$ cat config.mk
export PLATFORM = sky130hd
export DESIGN_NAME = pci_term_handler
export DESIGN_NICKNAME = d
export VERILOG_FILES = /design/src/rtl/pth_pkg.sv /design/src/rtl/pth_screen.sv /design/src/rtl/pth_complete.sv /design/src/rtl/pth_irq.sv /design/src/rtl/pci_term_handler.sv
export SDC_FILE = /design/constraint.sdc
export NUM_CORES = 1
export LEC_CHECK = 0
export BUFFER_PORTS_ARGS = -buffer_cell sky130_fd_sc_hd__buf_2
export CORE_UTILIZATION = 47
export DETAILED_ROUTE_END_ITERATION = 7
export PLACE_DENSITY = 0.84
export SETUP_SLACK_MARGIN = 0.4
export SLEW_MARGIN = 15
export SYNTH_ARGS = -nofsm -noshare
export SYNTH_HDL_FRONTEND = slang
export SYNTH_SLANG_ARGS = --single-unit
$ cat constraint.sdc
create_clock -name clk -period 2.5 [get_ports clk]
set_input_delay 0.25 -clock clk [delete_from_list [all_inputs] [get_ports clk]]
set_output_delay 0.25 -clock clk [all_outputs]
set_load 0.05 [all_outputs]
$ cat src/rtl/pth_pkg.sv
package pth_pkg;
    typedef enum logic [1:0] {
        OC_NORMAL      = 2'd0,
        OC_MABORT      = 2'd1,
        OC_RETRY_LIMIT = 2'd2,
        OC_TABORT      = 2'd3
    } outcome_e;

    localparam int IRQ_N     = 3;
    localparam int IRQ_MA    = 0;
    localparam int IRQ_RL    = 1;
    localparam int IRQ_TA    = 2;
endpackage

$ cat src/rtl/pth_screen.sv
module pth_screen #(
    parameter int SIZE_W     = 3,
    parameter int OFF_W      = 2,
    parameter int WORD_BYTES = 4
) (
    input  logic              mem_space_i,
    input  logic              burst_i,
    input  logic [SIZE_W-1:0] size_m1_i,
    input  logic [OFF_W-1:0]  offset_i,
    output logic              legal_o
);
    localparam int SPAN_W = ((SIZE_W > OFF_W) ? SIZE_W : OFF_W) + 1;

    logic [SPAN_W-1:0] last_byte;
    logic              crosses;

    always_comb begin
        // index of the last byte touched, relative to the word start
        last_byte = SPAN_W'(size_m1_i) + SPAN_W'(offset_i);
        crosses   = (last_byte >= SPAN_W'(WORD_BYTES));
        legal_o   = mem_space_i | (~burst_i & ~crosses);
    end
endmodule

$ cat src/rtl/pth_complete.sv
module pth_complete
    import pth_pkg::*;
#(
    parameter int DATA_W = 32
) (
    input  logic [1:0]        code_i,
    input  logic              is_write_i,
    input  logic [DATA_W-1:0] pci_rdata_i,
    output logic              is_err_o,
    output logic [DATA_W-1:0] rdata_o,
    output logic [IRQ_N-1:0]  evt_o
);
    outcome_e code;

    always_comb begin
        code     = outcome_e'(code_i);
        is_err_o = 1'b0;
        rdata_o  = '0;
        evt_o    = '0;
        case (code)
            OC_NORMAL: begin
                rdata_o = is_write_i ? '0 : pci_rdata_i;
            end
            OC_MABORT: begin
                rdata_o       = is_write_i ? '0 : '1;
                evt_o[IRQ_MA] = 1'b1;
            end
            OC_RETRY_LIMIT: begin
                is_err_o      = 1'b1;
                evt_o[IRQ_RL] = 1'b1;
            end
            default: begin
                is_err_o      = 1'b1;
                evt_o[IRQ_TA] = 1'b1;
            end
        endcase
    end
endmodule

$ cat src/rtl/pth_irq.sv
module pth_irq #(
    parameter int N = 3
) (
    input  logic         clk,
    input  logic         rst_n,
    input  logic [N-1:0] evt_i,
    input  logic [N-1:0] en_i,
    input  logic [N-1:0] clr_i,
    output logic [N-1:0] flags_o,
    output logic         irq_o
);
    logic [N-1:0] flags_d, flags_q;
    logic [N-1:0] set_w;

    always_comb begin
        set_w   = evt_i & en_i;
        // a new event takes precedence over a clear in the same cycle
        flags_d = (flags_q & ~clr_i) | set_w;
    end

    always_ff @(posedge clk or negedge rst_n) begin
        if (!rst_n) flags_q <= '0;
        else        flags_q <= flags_d;
    end

    assign flags_o = flags_q;
    assign irq_o   = |(flags_q & en_i);
endmodule

$ cat src/rtl/pci_term_handler.sv
module pci_term_handler
    import pth_pkg::*;
#(
    parameter int DATA_W = 32,
    parameter int SIZE_W = 3
) (
    input  logic              clk,
    input  logic              rst_n,
    input  logic              req_valid_i,
    input  logic              req_write_i,
    input  logic              req_burst_i,
    input  logic [SIZE_W-1:0] req_size_i,
    input  logic [1:0]        req_offset_i,
    input  logic              win_mem_i,
    output logic              pci_issue_o,
    input  logic              pci_rsp_valid_i,
    input  logic [1:0]        pci_rsp_code_i,
    input  logic [DATA_W-1:0] pci_rdata_i,
    input  logic [IRQ_N-1:0]  irq_en_i,
    input  logic [IRQ_N-1:0]  irq_clr_i,
    output logic [DATA_W-1:0] bus_rdata_o,
    output logic              bus_done_o,
    output logic              bus_err_o,
    output logic [IRQ_N-1:0]  irq_flags_o,
    output logic              irq_o
);
    localparam int WORD_BYTES = DATA_W / 8;
    localparam int OFF_W      = $clog2(WORD_BYTES);

    typedef struct packed {
        logic              busy;
        logic              write;
        logic              done;
        logic              err;
        logic [DATA_W-1:0] rdata;
    } state_t;

    state_t st_d, st_q;

    logic              legal;
    logic              cmp_err;
    logic [DATA_W-1:0] cmp_rdata;
    logic [IRQ_N-1:0]  cmp_evt;
    logic [IRQ_N-1:0]  irq_evt;
    logic              issue;
    logic              rsp_take;
    logic              outstanding;

    pth_screen #(
        .SIZE_W    (SIZE_W),
        .OFF_W     (OFF_W),
        .WORD_BYTES(WORD_BYTES)
    ) u_screen (
        .mem_space_i(win_mem_i),
        .burst_i    (req_burst_i),
        .size_m1_i  (req_size_i),
        .offset_i   (req_offset_i[OFF_W-1:0]),
        .legal_o    (legal)
    );

    pth_complete #(
        .DATA_W(DATA_W)
    ) u_complete (
        .code_i     (pci_rsp_code_i),
        .is_write_i (st_q.write),
        .pci_rdata_i(pci_rdata_i),
        .is_err_o   (cmp_err),
        .rdata_o    (cmp_rdata),
        .evt_o      (cmp_evt)
    );

    always_comb begin
        st_d      = st_q;
        st_d.done = 1'b0;
        st_d.err  = 1'b0;
        issue     = 1'b0;
        rsp_take  = 1'b0;
        if (!st_q.busy) begin
            if (req_valid_i) begin
                if (legal) begin
                    issue      = 1'b1;
                    st_d.busy  = 1'b1;
                    st_d.write = req_write_i;
                end else begin
                    st_d.err   = 1'b1;
                    st_d.rdata = '0;
                end
            end
        end else if (pci_rsp_valid_i) begin
            rsp_take   = 1'b1;
            st_d.busy  = 1'b0;
            st_d.done  = ~cmp_err;
            st_d.err   = cmp_err;
            st_d.rdata = cmp_rdata;
        end
        irq_evt = rsp_take ? cmp_evt : '0;
    end

    always_ff @(posedge clk or negedge rst_n) begin
        if (!rst_n) st_q <= '0;
        else        st_q <= st_d;
    end

    pth_irq #(
        .N(IRQ_N)
    ) u_irq (
        .clk    (clk),
        .rst_n  (rst_n),
        .evt_i  (irq_evt),
        .en_i   (irq_en_i),
        .clr_i  (irq_clr_i),
        .flags_o(irq_flags_o),
        .irq_o  (irq_o)
    );

    assign outstanding = st_q.busy;
    assign pci_issue_o = issue;
    assign bus_done_o  = st_q.done;
    assign bus_err_o   = st_q.err;
    assign bus_rdata_o = st_q.rdata;
endmodule

# Yosys cells after proc, flatten, opt, wreduce, memory -nomap -nowiden
# Index checks and enable logic that the tools add are counted.
[totals]
ramBits = 0
inputBits = 52
latch_bits = 0
ff_bits = 39
rom_bits = 0
n_memories = 0
[op_classes]
div = 0
magnitude_cmp = 1
addsub = 1
n_mul = 0
n_bitwise = 10
muxes = 22
shift = 0
eq_ne = 4
reduce_logical = 7
[ops]
columns = ["operator", "count"]
rows = [
  ["33-bit 2-to-1 mux", 3],
  ["32-bit 2-to-1 mux", 2],
  ["32-bit case mux with 2 select lines", 1],
  ["34-bit 2-to-1 mux", 1],
  ["1-bit 2-to-1 mux", 12],
  ["3-bit bitwise AND", 3],
  ["3-bit AND reduction", 2],
  ["3-bit OR reduction", 2],
  ["3-bit by 2-bit adder with 4-bit output", 1],
  ["4-bit by 3-bit >= comparator with 1-bit output, second input constant", 1],
  ["2-bit 2-to-1 mux", 2],
  ["2-bit inequality test, second input constant", 2],
  ["3-bit 2-to-1 mux", 1],
  ["1-bit inverter", 3],
  ["3-bit inverter", 1],
  ["3-bit bitwise OR", 1],
  ["2-bit by 1-bit == test with 1-bit output, second input constant", 1],
  ["2-bit == test, second input constant", 1],
  ["2-bit logical NOT", 1],
  ["2-bit nonzero test", 1],
  ["2-bit OR reduction", 1],
  ["1-bit bitwise AND", 1],
  ["1-bit bitwise OR", 1],
]

# Logic depth before layout (Yosys ltp)
# Gate-level depths: netlist of run 1.
[depth]
ltp_word = 8
mapped_depth = 5
depth_no_buf = 4

# Cells and area by module
# A second synthesis of run 1 with hierarchy kept.
[hier_totals]
cells_unflattened = 254
area_unflattened_um2 = 2782.7
[modules_own_cells]
columns = ["mod", "cells_each", "n_inst", "seq_area_each_um2", "area_per_inst_um2"]
rows = [
  ["pci_term_handler", 192, 1, 900.9, 2273.4],
  ["pth_complete", 44, 1, 0.0, 347.8],
  ["pth_irq", 14, 1, 75.1, 126.4],
  ["pth_screen", 4, 1, 0.0, 35.0],
]

# Worst setup path after synthesis of run 1
# OpenSTA, ideal clock, no wires.
[synth_timing]
kind = "input to output"
startpoint = "input req_size_i[1]"
endpoint = "output pci_issue_o"
path_slack_ns = 0.947
cell_stages = 4
arrival_time_ns = 1.303
path_cell_list = "ha_1 -> nor3_1 -> o2111ai_1 -> inv_1"
[synth_between]
elab_chain_len = 8
[synth_rtl]
columns = ["item", "line_no", "rtl"]
rows = [
  ["start, declared", "pci_term_handler.sv:12", "input logic [SIZE_W-1:0] req_size_i,"],
  ["3-bit by 2-bit adder with 4-bit output", "pth_screen.sv:19", "last_byte = SPAN_W'(size_m1_i) + SPAN_W'(offset_i);"],
  ["4-bit by 3-bit >= comparator with 1-bit output", "pth_screen.sv:20", "crosses = (last_byte >= SPAN_W'(WORD_BYTES));"],
  ["1-bit inverter", "pth_screen.sv:21", "legal_o = mem_space_i | (~burst_i & ~crosses);"],
  ["1-bit bitwise AND", "pth_screen.sv:21", ""],
  ["1-bit bitwise OR", "pth_screen.sv:21", ""],
  ["1-bit 2-to-1 mux", "pci_term_handler.sv:80", "if (legal) begin"],
  ["1-bit 2-to-1 mux", "pci_term_handler.sv:79", "if (req_valid_i) begin"],
  ["1-bit 2-to-1 mux", "pci_term_handler.sv:78", "if (!st_q.busy) begin"],
  ["end, declared", "pci_term_handler.sv:15", "output logic pci_issue_o,"],
]
# No other way between the ends.

# Final worst setup path of run 1
# Same ends and word-level chain as after synthesis.

==> results of run 1 <==
## where the power goes
| group | total, mW | switching (mW) | internal, mW |
|---|---|---|---|
| logic | 0.627 | 0.479 | 0.148 |
| registers | 0.776 | 0.0515 | 0.725 |
| clock network | 0.292 | 0.182 | 0.110 |
## final timing paths
check	start	endpoint	slack (ns)	depth (start not counted)
min in group clk	irq_clr_i[2]	u_irq.flags_o[2]	0.10	2
max in group asynchronous	rst_n	bus_rdata_o[12]	1.99	1
worst max register to register	outstanding	bus_rdata_o[9]	0.96	4
worst min-delay path	rst_n	bus_rdata_o[29]	0.003	1
worst min register to register	st_q[34]	st_q[34]	0.52	1
worst max-delay path	req_size_i[1]	pci_issue_o	0.80	6
## layer usage
metal  vias up  wire [um]  global-route usage, %  part of all wire [%]
met5         -          0                      0                     0
met4         0         11                   5.40                  0.29
met3         2        273                   7.45                   7.2
met2        69       1730                   33.9                    46
met1       763       1750                   25.7                    46
li1        772          -                      -                     -
## cell type report
type | count | area share (%)
clock inverters | 1 | 0.227
multi-input cells | 114 | 28.0
repair buffers | 93 | 21.5
well taps | 46 | 2.61
flip-flops and latches | 39 | 44.3
clock buffers | 7 | 2.04
inverters | 8 | 1.36
## sequential cells by signal (all words and copies together) (netlist names)
register,count
outstanding,1
bus_rdata_o,32
bus_err_o,1
st_q,1
u_irq.flags_o,3
bus_done_o,1
## stage by stage
stage | setup slack [ns] | util, % | hold slack [ns] | total power [mW]
floorplan | 0.947 | - | -0.0456 | 1.24
detailed placement | 0.777 | 63.5 | 0.389 | 1.42
finish | 0.804 | 65.0 | 0.00349 | 1.69
global placement | 0.806 | 63.5 | 0.405 | 1.41
CTS | 0.775 | 65.0 | 0.0159 | 1.71
global route | 0.642 | 65.0 | 0.0372 | 1.80
## placed cells by master (no fill, tap or decap)
master	instances
sky130_fd_sc_hd__dfrtp_1	39
sky130_fd_sc_hd__mux2_2	1
sky130_fd_sc_hd__buf_2	90
sky130_fd_sc_hd__o21ai_0	44
sky130_fd_sc_hd__a32o_1	1
sky130_fd_sc_hd__clkinv_2	1
sky130_fd_sc_hd__nor3_1	1
sky130_fd_sc_hd__o21ai_1	17
sky130_fd_sc_hd__o22ai_1	1
sky130_fd_sc_hd__buf_4	3
sky130_fd_sc_hd__o32ai_1	1
sky130_fd_sc_hd__and4bb_2	1
sky130_fd_sc_hd__nor2_1	1
sky130_fd_sc_hd__a222oi_1	1
sky130_fd_sc_hd__clkbuf_4	5
sky130_fd_sc_hd__nand3_2	1
sky130_fd_sc_hd__o21ai_2	4
sky130_fd_sc_hd__nand4b_1	1
sky130_fd_sc_hd__nand2_1	34
sky130_fd_sc_hd__o2111ai_1	1
sky130_fd_sc_hd__ha_1	1
sky130_fd_sc_hd__nand3_1	1
sky130_fd_sc_hd__a31o_2	1
sky130_fd_sc_hd__clkbuf_1	2
sky130_fd_sc_hd__a2111oi_4	1
sky130_fd_sc_hd__inv_1	8
## logic make-up (layout without fill, tap and decap cells)
logic type,Yosys count,after routing,share of synthesized area (%)
compound gates,72,72,24.9
fa+ha+maj,1,1,0.740
buf+inv,20,109,5.77
flops,39,39,57.7
mux,1,1,0.666
simple gates,40,40,10.2
==> out/results.tsv, run 1 <==
stage	metric	value	unit
grt	final global-route overflow total	0	
yosys	cell taking the most area after synthesis	sky130_fd_sc_hd__dfrtp_1	
drt	number of iterations in the first detailed-routing pass	4	
floorplan	core outline area	3390	um^2
pwr	power density over the cells	769	nW/um^2
grt	antenna violations before repair	0	
clocking	CTS hold repair buffers	0	
pwr	leak pwr	1.17	nW
outcome	result of the run	finished clean	
clocking	clock sink total	39	
floorplan	chip width	62.0	um
grt	first-pass GRT wire length	5710	um
placed_design	post-DP HPWL	2710	um
yosys	Synth top cells by count	sky130_fd_sc_hd__o21ai_0, sky130_fd_sc_hd__dfrtp_1, sky130_fd_sc_hd__nand2_1	
critical_path	required time at the worst-slack endpoint	2.25	ns
timing	measured slew at the worst slew-check pin	0.813	ns
floorplan	initial standard-cell utilization of the core	49.9	%
clocking	maximum number of buffers from clock root to sink	2	
yosys	sequential-to-total area share from yosys stat	57.7	%
layout	area of combinational cells with multiple inputs	617	um^2
critical_path	most used cell along the critical path	sky130_fd_sc_hd__buf_2	
floorplan	full die area	3840	um^2
layout	FF+latch area	976	um^2
timing	Setup Viol. Count Final	0	
critical_path	delay of the slowest critical-path stage	0.38	ns
timing	crit share post-route	67.8	%
grt	Tot GR Track Use	20.6	%
floorplan	y dimension of the die	62.0	um
yosys	Mapped Cells	173	
yosys	Synth top area share	57.7	%
critical_path	Slowest cell on crit path	sky130_fd_sc_hd__nor3_1	
clocking	clock tree from TritonCTS	done	
placed_design	area of placed instances	2150	um^2
drt	Detail Route Antenna Nets	0	
placed_design	placed cells	300	
timing	highest clock rate	590	MHz
critical_path	startpoint types	input pin	
timing	hold violation count in the final report	0	
drt	Total Routed Length	3770	um
critical_path	data arrival time of the critical path	1.45	ns
timing	Rel. slew slack	45.8	%
timing	Period minus WS final	1.70	ns
grt	via count of the first global-routing pass	1312	
yosys	library cell with the highest instance count after synthesis	sky130_fd_sc_hd__o21ai_0	
yosys	Main synth FF type	sky130_fd_sc_hd__dfrtp_1	
layout	number of diodes	0	
clocking	buffer count from post-CTS setup fixing	0	
flow_run	max-capacitance violation count	0	
placed_design	weighted congestion at the end of routability-driven global placement	0.711	
critical_path	buffers and inverters on the worst path	3	
clocking	Worst-Skew Late Latency	0.33	ns
drt	detailed-route vias per instance	5.21	
critical_path	crit path max fanout	3	
pwr	maximum resistive drop on vdd	463	uV
clocking	depth of the CTS H-tree	2	
layout	post-route non-filler standard cell count	308	
yosys	Yosys warning count	0	
clocking	PostCTS Resize Cnt	0	
layout	share of layout cells above drive strength 1	41.2	%
floorplan	I/O pin total	91	
drt	DR WL/cell	12.3	um
min_path	Hold Crit Class	input pin to asynchronous set/reset pin	
drt	number of DRC violations after detailed routing	0	
timing	setup TNS	0	ns
yosys	Synth async-reset ratio	100	%
clocking	CTS Root Buffer Type	sky130_fd_sc_hd__clkbuf_4	
timing	number of slew-limit violations in the final report	0	
drt	count of vias placed by the detailed router	1606	
layout	area grow syn2layout	30.3	%
clocking	clock slew seen by the registers of the worst setup and hold paths	0.10	ns
critical_path	critical path endpoint category	primary output	
yosys	Post-Synthesis Cell Area	1690	um^2
clocking	number of CTS-inserted buffers	5	
yosys	Avg Synthesized Cell Area	9.77	um^2
floorplan	count of standard-cell rows	21	
yosys	FF+latch count, synth	39	
critical_path	critical path type	input pin to primary output	
yosys	cell types with the largest area share after synthesis	sky130_fd_sc_hd__dfrtp_1, sky130_fd_sc_hd__o21ai_0, sky130_fd_sc_hd__nand2_1	
yosys	number of synthesized flops with an enable pin	0	
drt	1st-iter DRT viols	105	
layout	post-layout instance area	2200	um^2
critical_path	CP delay by family, top	buffers and inverters	
grt	largest net degree at the start of global routing	40	
timing	RSZ-0062 raised after global routing	false	
layout	# nets final	314	
timing	worst setup skew after layout	0.00559	ns
critical_path	ordered list of cells on the worst path	buf_2 > ha_1 > nor3_1 > o2111ai_1 > inv_1 > buf_2	
yosys	post-synth net total	226	
yosys	Synth cell types	23	
placed_design	port buffer count	90	
layout	fill cell total of the finished layout	306	
(Power assumes the default switching activity.)
==> run 2, diff against run 1 <==
- CORE_UTILIZATION: 47 -> 40
- PLACE_DENSITY: 0.84 -> 0.77
- clock period: 2.5 -> 1.46 ns (I/O delays scaled with it)
==> out/results.tsv, run 2 (synthesized netlist as in run 1, its figures left out) <==
stage	metric	value	unit	change
placed_design	post-DP HPWL	2960	um	+9.2%
floorplan	full die area	4490	um^2	+17%
grt	first-pass GRT wire length	8500	um	+49%
critical_path	critical path type	register to primary output		
critical_path	reg-to-reg slack, setup	0.08	ns	-0.88 ns
layout	number of flip-flops in the largest register	32		unchanged
floorplan	count of standard-cell rows	23		+9.5%
critical_path	crit path max fanout	3		unchanged
clocking	depth of the CTS H-tree	2		unchanged
critical_path	critical path endpoint category	primary output		
pwr	leak pwr	1.50	nW	+28%
timing	measured slew at the worst slew-check pin	0.655	ns	-0.157 ns
clocking	maximum number of buffers from clock root to sink	2		unchanged
placed_design	weighted congestion at the end of routability-driven global placement	0.732		+3.0%
grt	antenna violations before repair	0		unchanged
floorplan	I/O pin total	91		unchanged
layout	post-layout instance area	3190	um^2	+45%
floorplan	initial standard-cell utilization of the core	42.0	%	-7.9 points
layout	# nets final	344		+9.6%
critical_path	launch instance of the worst register-to-register path	outstanding		
timing	number of slew-limit violations in the final report	0		unchanged
critical_path	data arrival time of the critical path	1.27	ns	-0.18 ns
floorplan	core outline area	4030	um^2	+19%
drt	Total Routed Length	5980	um	+59%
grt	via count of the first global-routing pass	1711		+30%
drt	DR WL/cell	17.5	um	+43%
layout	most frequent standard cell in the layout excluding fill and tap cells	sky130_fd_sc_hd__buf_2		
clocking	clock tree from TritonCTS	done		
layout	area of combinational cells with multiple inputs	905	um^2	+47%
timing	Period minus WS final	1.41	ns	
placed_design	area of placed instances	2240	um^2	+4.1%
outcome	result of the run	finished clean		
pwr	maximum resistive drop on vdd	692	uV	+49%
grt	Tot GR Track Use	26.2	%	+5.6 points
drt	number of iterations in the first detailed-routing pass	4		unchanged
layout	number of diodes	0		unchanged
min_path	Hold Crit Class	input pin to register		
layout	commonest non-fill, non-tap cells in the layout	sky130_fd_sc_hd__buf_2, sky130_fd_sc_hd__o21ai_2, sky130_fd_sc_hd__dfrtp_1		
floorplan	chip width	67.0	um	+8.1%
placed_design	port buffer count	90		unchanged
critical_path	reg2reg end	bus_rdata_o[2]		
timing	setup TNS	0	ns	unchanged
drt	Detail Route Antenna Nets	0		unchanged
min_path	Worst Hold End	u_irq.flags_o[2]		
min_path	Worst Min Path Start	irq_clr_i[2]		
timing	RSZ-0062 raised after global routing	true		
min_path	Hold Path Stages	2		
clocking	clock slew seen by the registers of the worst setup and hold paths	0.07	ns	-0.03 ns
layout	Core Util, Final	79.1	%	+14 points
critical_path	depth of the worst register-to-register path	6		+2
layout	post-route non-filler standard cell count	341		+11%
drt	number of DRC violations after detailed routing	0		unchanged
layout	area grow syn2layout	88.5	%	
layout	share of layout cells above drive strength 1	67.0	%	+26 points
drt	count of vias placed by the detailed router	1840		+15%
placed_design	placed cells	307		+2.3%
clocking	Worst-Skew Late Latency	0.29	ns	-0.04 ns
timing	Rel. slew slack	56.3	%	+10 points
timing	Setup Viol. Count Final	0		unchanged
pwr	power density over the cells	1190	nW/um^2	+55%
grt	largest net degree at the start of global routing	36		-10%
flow_run	max-capacitance violation count	0		unchanged
drt	1st-iter DRT viols	52		-50%
timing	highest clock rate	709	MHz	
layout	fill cell total of the finished layout	264		-14%
clocking	clock sink total	39		unchanged
drt	detailed-route vias per instance	5.40		+3.5%
critical_path	required time at the worst-slack endpoint	1.31	ns	-0.94 ns
timing	hold violation count in the final report	0		unchanged
clocking	number of CTS-inserted buffers	5		unchanged
critical_path	startpoint types	register		
layout	FF+latch area	980	um^2	+0.38%
clocking	CTS Root Buffer Type	sky130_fd_sc_hd__clkbuf_8		
timing	worst setup skew after layout	0.00608	ns	+0.000487 ns
timing	crit share post-route	96.7	%	
grt	final global-route overflow total	0		unchanged
floorplan	y dimension of the die	67.0	um	+8.1%
## run 2: area by class of cell
class                   count  area share, %
clock inverters             1          0.943
repair buffers            123           34.7
clock buffers               6           2.28
well taps                  50           1.96
inverters                   8          0.943
flip-flops and latches     39           30.8
multi-input cells         114           28.4
## run 2: worst max path at each step
stage	depth (start not counted)	end	startpoint
2_1_floorplan	5	bus_rdata_o[3]	req_offset_i[1]
3_3_place_gp	6	bus_rdata_o[1]	req_offset_i[1]
3_5_place_dp	6	bus_rdata_o[2]	req_offset_i[1]
4_1_cts	3	irq_o	u_irq.flags_o[0]
5_1_grt	3	irq_o	u_irq.flags_o[0]
6_report	3	irq_o	u_irq.flags_o[0]
## run 2: critical path, cell delays in order (launching register included)
cell	delay [ns]
sky130_fd_sc_hd__dfrtp_2	0.41
sky130_fd_sc_hd__a222oi_1	0.36
sky130_fd_sc_hd__inv_2	0.06
sky130_fd_sc_hd__buf_6	0.16
## run 2: metal layers
metal  GRT usage [%]  vias to the layer above  part of all wire, %
met5               0                        -                    0
met4            9.04                        0                  2.0
met3            4.97                       13                  4.9
met2            43.5                       78                   54
met1            33.7                      901                   39
li1                -                      848                    -
## run 2: timing repair
| action | CTS | global route |
|---|---|---|
| endpoints found under the setup margin | 51 | 63 |
| pin swaps | 9 | 3 |
| hold buffers | 1 | 0 |
| resized for setup | 99 | 76 |
| buffers inserted | 14 | 3 |
| hold endpoints to repair | 18 | 0 |
| gates cloned | 9 | 0 |
## run 2: where the power goes
| group | leakage [nW] | internal, mW | total, mW | switching [mW] |
|---|---|---|---|---|
| combinational | 0.930 | 0.592 | 1.58 | 0.986 |
| clock | 0.0513 | 0.501 | 0.870 | 0.369 |
| sequential | 0.517 | 1.24 | 1.35 | 0.108 |
## run 2: per-stage QoR
stage	hold WS, ns	setup slack [ns]	total power, mW
after floorplan	-0.150	0.166	2.15
after global placement	0.119	0.0286	2.46
after detailed placement	0.130	-0.0147	2.48
after CTS	0.0367	0.0272	3.65
after global routing	0.0417	-0.0287	3.96
final	0.0423	0.0488	3.80
==> run 3, diff against run 2 <==
- RECOVER_POWER: not set -> 25
==> out/results.tsv, run 3 (synthesized netlist as in run 1, its figures left out) <==
stage	metric	value	unit	change
placed_design	weighted congestion at the end of routability-driven global placement	0.732		unchanged
drt	detailed-route vias per instance	5.42		+0.43%
clocking	number of CTS-inserted buffers	5		unchanged
layout	area grow syn2layout	87.6	%	
drt	DR WL/cell	17.6	um	+0.53%
critical_path	crit path max fanout	3		unchanged
drt	count of vias placed by the detailed router	1848		+0.43%
layout	most frequent standard cell in the layout excluding fill and tap cells	sky130_fd_sc_hd__buf_2		
min_path	Hold Crit Class	input pin to register		
layout	area of combinational cells with multiple inputs	905	um^2	unchanged
layout	number of flip-flops in the largest register	32		unchanged
timing	worst setup skew after layout	0.00648	ns	+0.000398 ns
timing	Rel. slew slack	56.2	%	-0.17 points
pwr	power share of the clock group	22.9	%	about the same
drt	1st-iter DRT viols	61		+17%
critical_path	critical path type	register to primary output		
placed_design	placed cells	307		unchanged
clocking	clock tree from TritonCTS	done		
pwr	proportion of total power due to net switching	38.6	%	+0.054 points
outcome	result of the run	finished clean		
pwr	leak pwr	1.49	nW	-0.34%
layout	Core Util, Final	78.7	%	-0.37 points
placed_design	area of placed instances	2240	um^2	unchanged
layout	share of layout cells above drive strength 1	67.0	%	unchanged
grt	largest net degree at the start of global routing	36		unchanged
pwr	reported net switching power	1.46	mW	about the same
timing	crit share post-route	96.9	%	+0.22 points
timing	setup TNS	0	ns	unchanged
placed_design	Setup WS pre-CTS	-0.0147	ns	unchanged
layout	post-layout instance area	3170	um^2	-0.47%
floorplan	count of standard-cell rows	23		unchanged
grt	via count of the first global-routing pass	1711		unchanged
pwr	power density over the cells	1200	nW/um^2	+0.37%
floorplan	y dimension of the die	67.0	um	unchanged
timing	Period minus WS final	1.41	ns	+0.00326 ns
critical_path	startpoint types	register		
placed_design	port buffer count	90		unchanged
pwr	Int Power	2.33	mW	-0.19%
layout	number of diodes	0		unchanged
timing	RSZ-0062 raised after global routing	true		
pwr	proportion of power drawn by flip-flops and latches	35.6	%	about the same
clocking	maximum number of buffers from clock root to sink	2		unchanged
floorplan	core outline area	4030	um^2	unchanged
clocking	CTS Root Buffer Type	sky130_fd_sc_hd__clkbuf_8		
timing	measured slew at the worst slew-check pin	0.658	ns	+0.00254 ns
clocking	clock slew seen by the registers of the worst setup and hold paths	0.07	ns	about the same
clocking	Worst-Skew Late Latency	0.29	ns	about the same
clocking	depth of the CTS H-tree	2		unchanged
timing	smallest setup slack after layout	0.0455	ns	-0.00326 ns
timing	number of slew-limit violations in the final report	0		unchanged
layout	FF+latch area	980	um^2	unchanged
grt	first-pass GRT wire length	8500	um	unchanged
pwr	maximum resistive drop on vdd	692	uV	about the same
floorplan	chip width	67.0	um	unchanged
drt	Total Routed Length	6010	um	+0.53%
floorplan	initial standard-cell utilization of the core	42.0	%	unchanged
grt	Tot GR Track Use	26.2	%	unchanged
grt	antenna violations before repair	0		unchanged
floorplan	full die area	4490	um^2	unchanged
flow_run	max-capacitance violation count	0		unchanged
timing	Setup Viol. Count Final	0		unchanged
timing	highest clock rate	707	MHz	-0.23%
drt	number of DRC violations after detailed routing	0		unchanged
drt	number of iterations in the first detailed-routing pass	4		unchanged
layout	commonest non-fill, non-tap cells in the layout	sky130_fd_sc_hd__buf_2, sky130_fd_sc_hd__o21ai_2, sky130_fd_sc_hd__dfrtp_1		
critical_path	required time at the worst-slack endpoint	1.31	ns	about the same
layout	# nets final	344		unchanged
layout	fill cell total of the finished layout	266		+0.76%
pwr	logic gate share of total power	41.5	%	about the same
placed_design	post-DP HPWL	2960	um	unchanged
critical_path	data arrival time of the critical path	1.27	ns	about the same
grt	final global-route overflow total	0		unchanged
clocking	clock sink total	39		unchanged
layout	post-route non-filler standard cell count	341		unchanged
floorplan	I/O pin total	91		unchanged
drt	Detail Route Antenna Nets	0		unchanged
critical_path	critical path endpoint category	primary output		
timing	hold violation count in the final report	0		unchanged
==> run 3: changes by cell type in the layout (fill, tap and decap cells not counted), sizes merged <==
cell	delta
buf	-2
clkbuf	+2
==> run 3: per-layer routing <==
layer,vias to the layer above,GRT usage (%),routed length [um]
met5,-,0,0
met4,0,9.04,126
met3,15,4.97,299
met2,80,43.5,3230
met1,905,33.7,2360
li1,848,-,-
==> run 3: layout make-up <==
class	instances	share of cell area [%]
inverters	8	0.947
multi-input cells	114	28.5
repair buffers	123	34.4
well taps	50	1.97
flip-flops and latches	39	30.9
clock buffers	6	2.29
clock inverters	1	0.947
==> run 3: per-stage QoR <==
| step | hold WS, ns | power [mW] |
|---|---|---|
| floorplan | -0.150 | 2.15 |
| global placement | 0.119 | 2.46 |
| detailed placement | 0.130 | 2.48 |
| CTS | 0.0367 | 3.65 |
| global route | 0.0417 | 3.95 |
| finish | 0.0439 | 3.80 |
==> run 3: power groups by stage <==
stage / registers (mW) / clock network (mW) / logic (mW)
after floorplan: 1.89 / 0 / 0.263
after global placement: 1.35 / 0 / 1.11
after detailed placement: 1.35 / 0 / 1.13
after CTS: 1.34 / 0.884 / 1.43
after global routing: 1.37 / 0.932 / 1.65
final: 1.35 / 0.870 / 1.57
==> run 3: what timing repair did <==
action | in CTS | in global routing
pin swaps | 9 | 3
hold endpoints to repair | 18 | 0
setup endpoints to repair | 51 | 63
cloned | 9 | 0
hold buffers | 1 | 0
buffers inserted | 14 | 3
resized for setup | 99 | 76
==> run 3: path summary, 6_finish.rpt <==
kind	endpoint	from	cells past startpoint	slack, ns
worst max-delay path	irq_o	u_irq.flags_o[0]	3	0.05
worst min-delay path	u_irq.flags_o[2]	irq_clr_i[2]	2	0.04
worst max register to register	bus_rdata_o[2]	outstanding	6	0.08
worst min register to register	u_irq.flags_o[0]	u_irq.flags_o[0]	1	0.52
max in group asynchronous	u_irq.flags_o[2]	rst_n	3	0.18
min in group asynchronous	bus_rdata_o[14]	rst_n	2	0.35
==> run 3: critical path: stages, from the launching register on <==
cell,delay [ns]
sky130_fd_sc_hd__dfrtp_2,0.41
sky130_fd_sc_hd__a222oi_1,0.36
sky130_fd_sc_hd__inv_2,0.06
sky130_fd_sc_hd__buf_6,0.16
